**config.mk**
```make
export PLATFORM = sky130hd
export DESIGN_NAME = shared_tbase
export DESIGN_NICKNAME = d
export VERILOG_FILES = /design/src/rtl/tbase_pkg.sv /design/src/rtl/tbase_prescale.sv /design/src/rtl/tbase_edge.sv /design/src/rtl/tbase_count.sv /design/src/rtl/shared_tbase.sv
export SDC_FILE = /design/constraint.sdc
export NUM_CORES = 1
export LEC_CHECK = 0
export BUFFER_PORTS_ARGS = -buffer_cell sky130_fd_sc_hd__buf_4
export CAP_MARGIN = 25
export CORE_UTILIZATION = 53
export DETAILED_ROUTE_END_ITERATION = 7
export GPL_TIMING_DRIVEN = 0
export PLACE_DENSITY = 0.79
export RECOVER_POWER = 25
export SLEW_MARGIN = 0
export SYNTH_ARGS = -nofsm -noshare
export SYNTH_HDL_FRONTEND = slang
export SYNTH_HIERARCHICAL = 1
export SYNTH_SLANG_ARGS = --single-unit
```
**constraint.sdc**
```tcl
create_clock -name clk -period 3.1 [get_ports clk]
set_input_delay 0.31 -clock clk [delete_from_list [all_inputs] [get_ports clk]]
set_output_delay 0.31 -clock clk [all_outputs]
set_load 0.1 [all_outputs]
```
**src/rtl/tbase_pkg.sv**
```systemverilog
package tbase_pkg;

   typedef enum logic [1:0] {
      SRC_DIV_A   = 2'b00,
      SRC_DIV_B   = 2'b01,
      SRC_CASCADE = 2'b10,
      SRC_PIN     = 2'b11
   } src_sel_e;

   localparam int unsigned REG_W        = 8;
   localparam int unsigned CTL_RUN_BIT  = 0;
   localparam int unsigned CTL_SRC_LSB  = 1;
   localparam int unsigned CTL_IDLE_BIT = 3;
   localparam int unsigned CTL_IEN_BIT  = 4;
   localparam int unsigned STS_OVF_BIT  = 0;
   localparam int unsigned ADDR_CTL     = 0;
   localparam int unsigned ADDR_STS     = 1;
   localparam int unsigned ADDR_CNT0    = 2;

endpackage

```
**src/rtl/tbase_prescale.sv**
```systemverilog
module tbase_prescale #(
   parameter int unsigned DIV = 12
) (
   input  logic clk,
   input  logic rst_n,
   output logic tick_o
);

   if (DIV < 1) begin : g_bad_div
      $error("tbase_prescale: DIV must be at least 1");
   end

   if (DIV == 1) begin : g_pass
      assign tick_o = 1'b1;
   end else begin : g_div
      localparam int unsigned CW = $clog2(DIV);
      localparam logic [CW-1:0] LAST = CW'(DIV - 1);
      logic [CW-1:0] ph_q;

      always_ff @(posedge clk or negedge rst_n) begin
         if (!rst_n)             ph_q <= '0;
         else if (ph_q == LAST)  ph_q <= '0;
         else                    ph_q <= ph_q + CW'(1);
      end

      assign tick_o = (ph_q == LAST);


      tick_spacing_chk: assert property (@(posedge clk) disable iff (!rst_n)
         tick_o |=> !tick_o);
   end

endmodule

```
**src/rtl/tbase_edge.sv**
```systemverilog
module tbase_edge #(
   parameter int unsigned STAGES = 2
) (
   input  logic clk,
   input  logic rst_n,
   input  logic async_i,
   output logic rise_o
);

   if (STAGES < 2) begin : g_bad_stages
      $error("tbase_edge: STAGES must be at least 2");
   end

   logic [STAGES-1:0] sync_q;
   logic              last_q;

   always_ff @(posedge clk or negedge rst_n) begin
      if (!rst_n) begin
         sync_q <= '0;
         last_q <= 1'b0;
      end else begin
         sync_q <= {sync_q[STAGES-2:0], async_i};
         last_q <= sync_q[STAGES-1];
      end
   end

   assign rise_o = sync_q[STAGES-1] & ~last_q;


   single_rise_chk: assert property (@(posedge clk) disable iff (!rst_n)
      rise_o |=> !rise_o);

endmodule

```
**src/rtl/tbase_count.sv**
```systemverilog
module tbase_count #(
   parameter int unsigned WIDTH = 16,
   parameter int unsigned BYTES = WIDTH / 8
) (
   input  logic             clk,
   input  logic             rst_n,
   input  logic             inc_i,
   input  logic [BYTES-1:0] wr_be_i,
   input  logic [7:0]       wr_data_i,
   output logic [WIDTH-1:0] cnt_o,
   output logic             wrap_o
);

   if (WIDTH % 8 != 0 || BYTES * 8 != WIDTH) begin : g_bad_width
      $error("tbase_count: WIDTH must be a whole number of bytes");
   end

   logic [WIDTH-1:0] cnt_q;
   logic [WIDTH-1:0] cnt_d;
   logic             any_wr;
   logic             step;

   assign any_wr = |wr_be_i;
   assign step   = inc_i & ~any_wr;

   for (genvar b = 0; b < BYTES; b++) begin : g_byte
      always_comb begin
         if (wr_be_i[b]) cnt_d[b*8 +: 8] = wr_data_i;
         else            cnt_d[b*8 +: 8] = cnt_q[b*8 +: 8];
      end
   end

   always_ff @(posedge clk or negedge rst_n) begin
      if (!rst_n)    cnt_q <= '0;
      else if (step) cnt_q <= cnt_q + WIDTH'(1);
      else           cnt_q <= cnt_d;
   end

   assign cnt_o  = cnt_q;
   assign wrap_o = step & (&cnt_q);


   hold_chk: assert property (@(posedge clk) disable iff (!rst_n)
      (!inc_i && !any_wr) |=> $stable(cnt_q));


   write_wins_chk: assert property (@(posedge clk) disable iff (!rst_n)
      (inc_i && wr_be_i[0]) |=> (cnt_q[7:0] == $past(wr_data_i)));


   wrap_zero_chk: assert property (@(posedge clk) disable iff (!rst_n)
      wrap_o |=> (cnt_q == '0));

endmodule

```
**src/rtl/shared_tbase.sv**
```systemverilog
module shared_tbase
   import tbase_pkg::*;
#(
   parameter int unsigned WIDTH       = 16,
   parameter int unsigned DIV_A       = 12,
   parameter int unsigned DIV_B       = 4,
   parameter int unsigned SYNC_STAGES = 2,
   parameter int unsigned ADDR_W      = $clog2(ADDR_CNT0 + WIDTH / 8)
) (
   input  logic              clk,
   input  logic              rst_n,
   input  logic              wr_en,
   input  logic [ADDR_W-1:0] wr_addr,
   input  logic [7:0]        wr_data,
   input  logic [ADDR_W-1:0] rd_addr,
   output logic [7:0]        rd_data,
   input  logic              casc_ovf_i,
   input  logic              ext_cnt_i,
   input  logic              idle_i,
   output logic [WIDTH-1:0]  count_o,
   output logic              irq_o
);

   localparam int unsigned BYTES = WIDTH / 8;

   if (WIDTH < 8 || WIDTH % 8 != 0) begin : g_bad_width
      $error("shared_tbase: WIDTH must be a non-zero multiple of 8");
   end
   if ((1 << ADDR_W) < ADDR_CNT0 + BYTES) begin : g_bad_addr
      $error("shared_tbase: ADDR_W too small for register map");
   end

   logic       run_q, idle_stop_q, ien_q, flag_q;
   src_sel_e   src_q;
   logic       tick_a, tick_b, pin_rise, src_tick, inc, wrap;
   logic [BYTES-1:0] wr_be;
   logic       wr_ctl, wr_sts;

   tbase_prescale #(.DIV(DIV_A)) u_pre_a (.clk(clk), .rst_n(rst_n), .tick_o(tick_a));
   tbase_prescale #(.DIV(DIV_B)) u_pre_b (.clk(clk), .rst_n(rst_n), .tick_o(tick_b));

   tbase_edge #(.STAGES(SYNC_STAGES)) u_pin (
      .clk(clk), .rst_n(rst_n), .async_i(ext_cnt_i), .rise_o(pin_rise));

   always_comb begin
      unique case (src_q)
         SRC_DIV_A:   src_tick = tick_a;
         SRC_DIV_B:   src_tick = tick_b;
         SRC_CASCADE: src_tick = casc_ovf_i;
         default:     src_tick = pin_rise;
      endcase
   end

   assign inc = run_q & src_tick & ~(idle_stop_q & idle_i);

   assign wr_ctl = wr_en && (wr_addr == ADDR_W'(ADDR_CTL));
   assign wr_sts = wr_en && (wr_addr == ADDR_W'(ADDR_STS));

   for (genvar b = 0; b < BYTES; b++) begin : g_be
      assign wr_be[b] = wr_en && (wr_addr == ADDR_W'(ADDR_CNT0 + b));
   end

   tbase_count #(.WIDTH(WIDTH), .BYTES(BYTES)) u_cnt (
      .clk(clk), .rst_n(rst_n), .inc_i(inc), .wr_be_i(wr_be),
      .wr_data_i(wr_data), .cnt_o(count_o), .wrap_o(wrap));

   always_ff @(posedge clk or negedge rst_n) begin
      if (!rst_n) begin
         run_q       <= 1'b0;
         src_q       <= SRC_DIV_A;
         idle_stop_q <= 1'b0;
         ien_q       <= 1'b0;
      end else if (wr_ctl) begin
         run_q       <= wr_data[CTL_RUN_BIT];
         src_q       <= src_sel_e'(wr_data[CTL_SRC_LSB +: 2]);
         idle_stop_q <= wr_data[CTL_IDLE_BIT];
         ien_q       <= wr_data[CTL_IEN_BIT];
      end
   end

   always_ff @(posedge clk or negedge rst_n) begin
      if (!rst_n)      flag_q <= 1'b0;
      else if (wrap)   flag_q <= 1'b1;
      else if (wr_sts) flag_q <= wr_data[STS_OVF_BIT];
   end

   assign irq_o = flag_q & ien_q;

   always_comb begin
      rd_data = '0;
      if (rd_addr == ADDR_W'(ADDR_CTL)) begin
         rd_data[CTL_RUN_BIT]         = run_q;
         rd_data[CTL_SRC_LSB +: 2]    = src_q;
         rd_data[CTL_IDLE_BIT]        = idle_stop_q;
         rd_data[CTL_IEN_BIT]         = ien_q;
      end else if (rd_addr == ADDR_W'(ADDR_STS)) begin
         rd_data[STS_OVF_BIT]         = flag_q;
      end else begin
         for (int b = 0; b < BYTES; b++) begin
            if (rd_addr == ADDR_W'(ADDR_CNT0 + b)) rd_data = count_o[b*8 +: 8];
         end
      end
   end


   flag_sticky_chk: assert property (@(posedge clk) disable iff (!rst_n)
      (flag_q && !wr_sts) |=> flag_q);


   ovf_sets_flag_chk: assert property (@(posedge clk) disable iff (!rst_n)
      wrap |=> flag_q);


   stopped_chk: assert property (@(posedge clk) disable iff (!rst_n)
      (!run_q && !(|wr_be)) |=> $stable(count_o));


   idle_hold_chk: assert property (@(posedge clk) disable iff (!rst_n)
      (idle_stop_q && idle_i && !(|wr_be)) |=> $stable(count_o));

endmodule

```
# Word-level counts from Yosys, hierarchy flattened
# Cells that the tools add are included.
# W data, S select, Z words.
classes:
  n_bitwise: 10
  n_addsub: 3
  n_reduce_logical: 12
  muxes: 14
  n_eq_ne: 10
op_table:
  columns: ["op", "count"]
  rows:
  - ["$mux W8", 4]
  - ["$add A16 B1 Y16 const B", 1]
  - ["$mux W16", 1]
  - ["$reduce_and A16 Y1", 1]
  - ["$eq A2 B2 Y1 const B", 6]
  - ["$and A1 B1 Y1", 7]
  - ["$mux W7", 1]
  - ["$eq A2 B1 Y1 const B", 3]
  - ["$logic_not A2 Y1", 3]
  - ["$reduce_bool A2 Y1", 3]
  - ["$mux W5", 1]
  - ["$add A4 B1 Y4 const B", 1]
  - ["$eq A4 B4 Y1 const B", 1]
  - ["$logic_and A1 B1 Y1", 4]
  - ["$mux W4", 1]
  - ["$mux W1", 3]
  - ["$mux W3", 1]
  - ["$not A1 Y1", 3]
  - ["$pmux W1 S3", 1]
  - ["$add A2 B1 Y2 const B", 1]
  - ["$mux W2", 1]
  - ["$reduce_or A2 Y1", 1]
totals:
  regBits: 31
  output_inout_bits: 25

# Depth between registers and ports, before layout
depth:
  word_depth: 8
  ltp_mapped: 10
  depth_no_buf: 10

# Hierarchy
# Netlist, hierarchy kept.
by_module_without_submodules:
  columns: ["module", "area_each_um2", "instances", "cells_per_inst", "seq_area_each_um2"]
  rows:
  - ["tbase_count", 929.6, 1, 103, 400.4]
  - ["shared_tbase", 478.0, 1, 41, 150.1]
  - ["tbase_prescale (u_pre_a)", 173.9, 1, 14, 100.1]
  - ["tbase_edge", 88.8, 1, 4, 75.1]
  - ["tbase_prescale (u_pre_b)", 66.3, 1, 4, 50.0]

# Worst setup path after synthesis
# Ideal clock, no wire load.
synth_timing:
  kind: "register to output"
  from: "reg u_cnt.cnt_q[5], in the netlist u_cnt/cnt_o[5]"
  to: "out rd_data[5]"
  slack_ps: 268
  n_path_buf: 0
  path_stages_with_launch: 3
  arrival_ps: 2522
  t_required_ps: 2790
  path_cell_list: "dfrtp_1 > mux2i_1 > nor2b_1"
synth_via:
  elab_chain_cells: 4
synth_rtl:
  columns: ["item", "line", "text"]
  rows:
  - ["start: declaration", "tbase_count.sv:18", "logic [WIDTH-1:0] cnt_q;"]
  - ["start signal: assignment", "tbase_count.sv:35", "else if (step) cnt_q <= cnt_q + WIDTH'(1);"]
  - ["start signal: assignment", "tbase_count.sv:36", "else cnt_q <= cnt_d;"]
  - ["$mux W8 (2 in series)", "shared_tbase.sv:100", "if (rd_addr == ADDR_W'(ADDR_CNT0 + b)) rd_data = count_o[b*8 +: 8];"]
  - ["$mux W7", "shared_tbase.sv:96", "end else if (rd_addr == ADDR_W'(ADDR_STS)) begin"]
  - ["$mux W3", "shared_tbase.sv:91", "if (rd_addr == ADDR_W'(ADDR_CTL)) begin"]
  - ["end: declaration", "shared_tbase.sv:16", "output logic [7:0] rd_data,"]
# No other way between the ends.

# Final worst setup path
layout_timing:
  from: "reg u_pre_a.g_div.ph_q[0]"
  to: "reg flag_q"
layout_via:
  elab_chain_cells: 7
  elab_cells_between_ends: 8
layout_rtl:
  columns: ["item", "line", "text"]
  rows:
  - ["start: declaration", "tbase_prescale.sv:18", "logic [CW-1:0] ph_q;"]
  - ["start signal: assignment", "tbase_prescale.sv:23", "else ph_q <= ph_q + CW'(1);"]
  - ["$eq A4 B4 Y1 (*)", "tbase_prescale.sv:26", "assign tick_o = (ph_q == LAST);"]
  - ["named net tick_a", "shared_tbase.sv:35", "logic tick_a, tick_b, pin_rise, src_tick, inc, wrap;"]
  - ["$pmux W1 S3 (*)", "shared_tbase.sv:46", "unique case (src_q)"]
  - ["$and A1 B1 Y1 (*) (2 in series)", "shared_tbase.sv:54", "assign inc = run_q & src_tick & ~(idle_stop_q & idle_i);"]
  - ["named net inc", "shared_tbase.sv:35", null]
  - ["$and A1 B1 Y1 (*)", "tbase_count.sv:24", "assign step = inc_i & ~any_wr;"]
  - ["$and A1 B1 Y1 (*)", "tbase_count.sv:40", "assign wrap_o = step & (&cnt_q);"]
  - ["named net wrap", "shared_tbase.sv:35", null]
  - ["$mux W1 or $reduce_bool A2 Y1 (tied branches)", null, null]
  - ["end signal: assignment", "shared_tbase.sv:84", "else if (wr_sts) flag_q <= wr_data[STS_OVF_BIT];"]
  - ["end: declaration", "shared_tbase.sv:33", "logic run_q, idle_stop_q, ien_q, flag_q;"]
# The timed path passes the listed nets; every way through them passes the cells marked *.
# A chain may end at the register's enable or synchronous reset.

==> summary.md <==
| Metric | Value |
|---|---|
| Final min period | `roughly 2.9 ns` |
| Cells after Synth | `166` |
| Inserted Diodes | `0` |
| CP Class | `register to register` |
| Hold Crit Class | `input pin to register` |
| Setup Skew | `0.01472 ns` |
| Period utilization | `92.15%` |
| Synth Cell Area | `1737 sq um` |
| Synth Register Bits | `31` |
| CP max FO | `5` |
| Vias in the first global route | `1450` |
| Slowest stage delay, CP | `approximately 0.55 ns` |
| Chip height | `59.24 um` |
| Largest net degree at the start of global routing | `32` |
| Worst R2R Start | `u_pre_a/g_div.ph_q[0]` |
| MaxCap Viol Count | `1` |
| First-pass detailed-route iteration total | `4` |
| WP data required | `between 3 and 4 ns` |
| CP Cell Sequence | `ha_1, nand2b_4, nor2_2, mux4_2, and3_1, nand2_1, or3_4, nor4b_1, nor2_1, mux2i_1` |
| Slew margin rel. | `-11.90%` |
| Fill cells | `~230` |
| Leakage | `around 0.91 nW` |
| WL/cell | `15.75 um` |
| Critical hold path startpoint | `ext_cnt_i` |
| Synthesized area per cell | `10.46 sq um` |
| Final setup fails | `0` |
| GRT overflow | `0` |
| Pre-CTS WS | `0.2947 ns` |
| RSZ-0062 raised after global routing | `no` |
| Setup TNS | `0 ns` |
| Final Slew Violations | `32` |
| Fin worst setup slack | `0.2435 ns` |
| Highest Clock Rate | `350.1 MHz` |
| Final net count | `approximately 240` |
| Violated checks | `max-capacitance violations, max-slew violations` |
| Reg clk slew, reported paths | `0.11 ns` |
| Cell family with most CP delay | `simple AND/OR/NAND/NOR gates` |
| Status | `complete, but fails checks` |
| Reg area | `775.7 sq um` |
| Crit path capture type | `register` |
| Startpoint Class | `register` |
| IO Port Bufs | `40` |
| Area growth, synth to finish | `25.00%` |
| GPL Wtd Cong | `0.8618` |
| Vias per Instance | `~5.8` |
| H-tree levels | `2` |
| Synth unique cells | `43` |
| Worst slew pin tran | `~1.7 ns` |
| Iter 0 DRT Violations | `66` |
| DRC | `0` |
| Final hold vios | `0` |
| Sequential fraction of the synthesis area | `44.67%` |
| Total wire length | `~4.1 mm` |
| Synth warn | `6` |
| Vias | `1509` |
| Clock Latency Late Sink | `0.34 ns` |
| Die footprint | `between 3000 and 4000 sq um` |
| Root Driver | `clkbuf_4` |
| Final ANT Viol Nets | `0` |
| Initial antenna violation count | `0` |
| Layout cell share with drive strength beyond 1 | `32.09%` |
| Core ar. | `3078 sq um` |
| Detailed Place HPWL | `2.922 mm` |
| Worst Setup SP | `u_pre_a/g_div.ph_q[0]` |
| Overall power | `1.722 mW` |
| Mapped Nets | `187` |
| Global-route wire length before repair | `6.775 mm` |
| Starting Density | `56.42%` |
| Crit path buffers/inverters | `0` |
| Multi-input gate area in the final layout | `919.6 sq um` |
| Chip Width | `between 50 and 60 um` |
| FP Rows | `20` |
| Max VDD drop | `712.5 uV` |
| TritonCTS Sinks | `31` |
| Global Route Usage Sum | `between 20% and 30%` |
| End-of-flow core utilization | `70.53%` |
| CTS buffer count | `5` |
| I/O pins | `between 40 and 50` |
| PwrDens | `793.3 nW/um^2` |
| Arrival time worst endpoint | `approximately 3.1 ns` |
| Clk buf depth | `2` |
| Slowest stage cell, crit path | `nor4b_1` |
| TritonCTS clock tree | `done` |
==> worst reg2reg max path, cell delays in order, from the launching register on <==
cell      delay, ns
dfrtp_1        0.40
ha_1           0.23
nand2b_4       0.08
nor2_2         0.13
mux4_2         0.25
and3_1         0.26
nand2_1        0.18
or3_4          0.45
nor4b_1        0.55
nor2_1         0.10
mux2i_1        0.17
==> synth_stat cells (all sizes together) <==
cell type	instances	area [sq um]
o21ai	16	80.08
a221o	1	10.01
mux2	9	105.1
nand4b	1	8.760
nor3	3	15.01
or4	2	15.01
or3	4	31.28
ha	3	37.54
nor2	9	38.79
nor3b	2	26.28
and4b	1	10.01
nor2b	6	45.04
dfrtp	31	775.7
nand3b	2	15.01
nor4	4	25.02
a31oi	2	12.51
and2	1	6.260
o31ai	1	7.510
a22o	4	36.29
nand2b	2	20.02
clkbuf	4	15.01
nand3	5	30.03
inv	4	15.01
and3	2	12.51
nand2	22	82.58
mux2i	5	50.05
xor2	3	26.28
xnor2	9	78.83
nor4b	1	8.760
nand4	4	40.04
buf	1	11.26
mux4	2	45.04
==> flip-flops by register name, indices dropped and copies added (netlist names) <==
signal and count:
flag_q 1, idle_stop_q 1, ien_q 1, run_q 1
src_q 2, u_cnt/cnt_o 16, u_pin/last_q 1, u_pin/sync_q 2
u_pre_a/g_div.ph_q 4, u_pre_b/g_div.ph_q 2
==> final timing paths <==
kind                                    to  slack (ns)  cells after the start
hold / removal             u_pin/sync_q[0]        0.09                      1
max in group asynchronous   u_cnt/cnt_o[6]        1.19                      2
min in group asynchronous  u_cnt/cnt_o[12]        0.93                      2
setup reg to reg                    flag_q        0.24                     10
setup / recovery                    flag_q        0.24                     10
hold reg to reg            u_pin/sync_q[1]        0.36                      0
==> per-stage QoR <==
stage	cell area [sq um]	std cells	hold slack [ns]
6_report	2171	259	0.09362
3_3_place_gp	2092	250	0.2601
3_5_place_dp	2092	250	0.2661
2_1_floorplan	1737	166	0.01441
5_1_grt	2171	259	0.07053
4_1_cts	2175	259	0.06375
==> what timing repair did <==
item / CTS / global route
gates resized for setup: 0 / 0
buffers inserted: 0 / 0
hold buffers: 1 / 0
hold endpoints to repair: 31 / 0
==> cell usage in the layout (no fill, tap or decap), drive strengths merged, types with 5 or more instances in the layout <==
cell type / n
buf: 39
xnor2: 9
mux2: 9
nor2b: 6
nand3: 5
dfrtp: 31
nor2: 9
mux2i: 5
o21ai: 16
clkbuf: 13
nand2: 22
==> metal layers <==
layer  vias to the layer above  track usage [%]  wire length [um]
met4                         0            15.99                91
met2                        84            42.70              1954
met5                         -                0                 0
met3                        13            5.677               284
met1                       718            33.10              1749
li1                        694                -                 -
==> cells by family after synthesis <==
| family | after synthesis | synth area share [%] |
|---|---|---|
| buffers and inverters | 9 | 2.377 |
| adder cells (fa/ha/maj) | 3 | 2.162 |
| AND/OR/NAND/NOR | 71 | 24.78 |
| flip-flops | 31 | 44.67 |
| AO/OA/AOI/OAI | 24 | 8.430 |
| XOR/XNOR | 12 | 6.052 |
| multiplexers | 16 | 11.53 |
==> report_power, final <==
part	switching [mW]	leakage (nW)	internal (mW)	total, mW
combinational	0.651	0.498	0.206	0.857
clock	0.145	0.0375	0.132	0.278
sequential	0.119	0.377	0.469	0.587
==> layout make-up <==
type,instances,area share (%)
Inverter,4,0.6916
Tap cell,44,2.536
Buffer,5,1.210
Timing Repair Buffer,41,14.12
Clock inverter,1,0.3458
Clock buffer,7,2.997
Multi-Input combinational cell,126,42.36
Sequential cell,31,35.73
No activity file was read; power rests on OpenSTA's default activity.
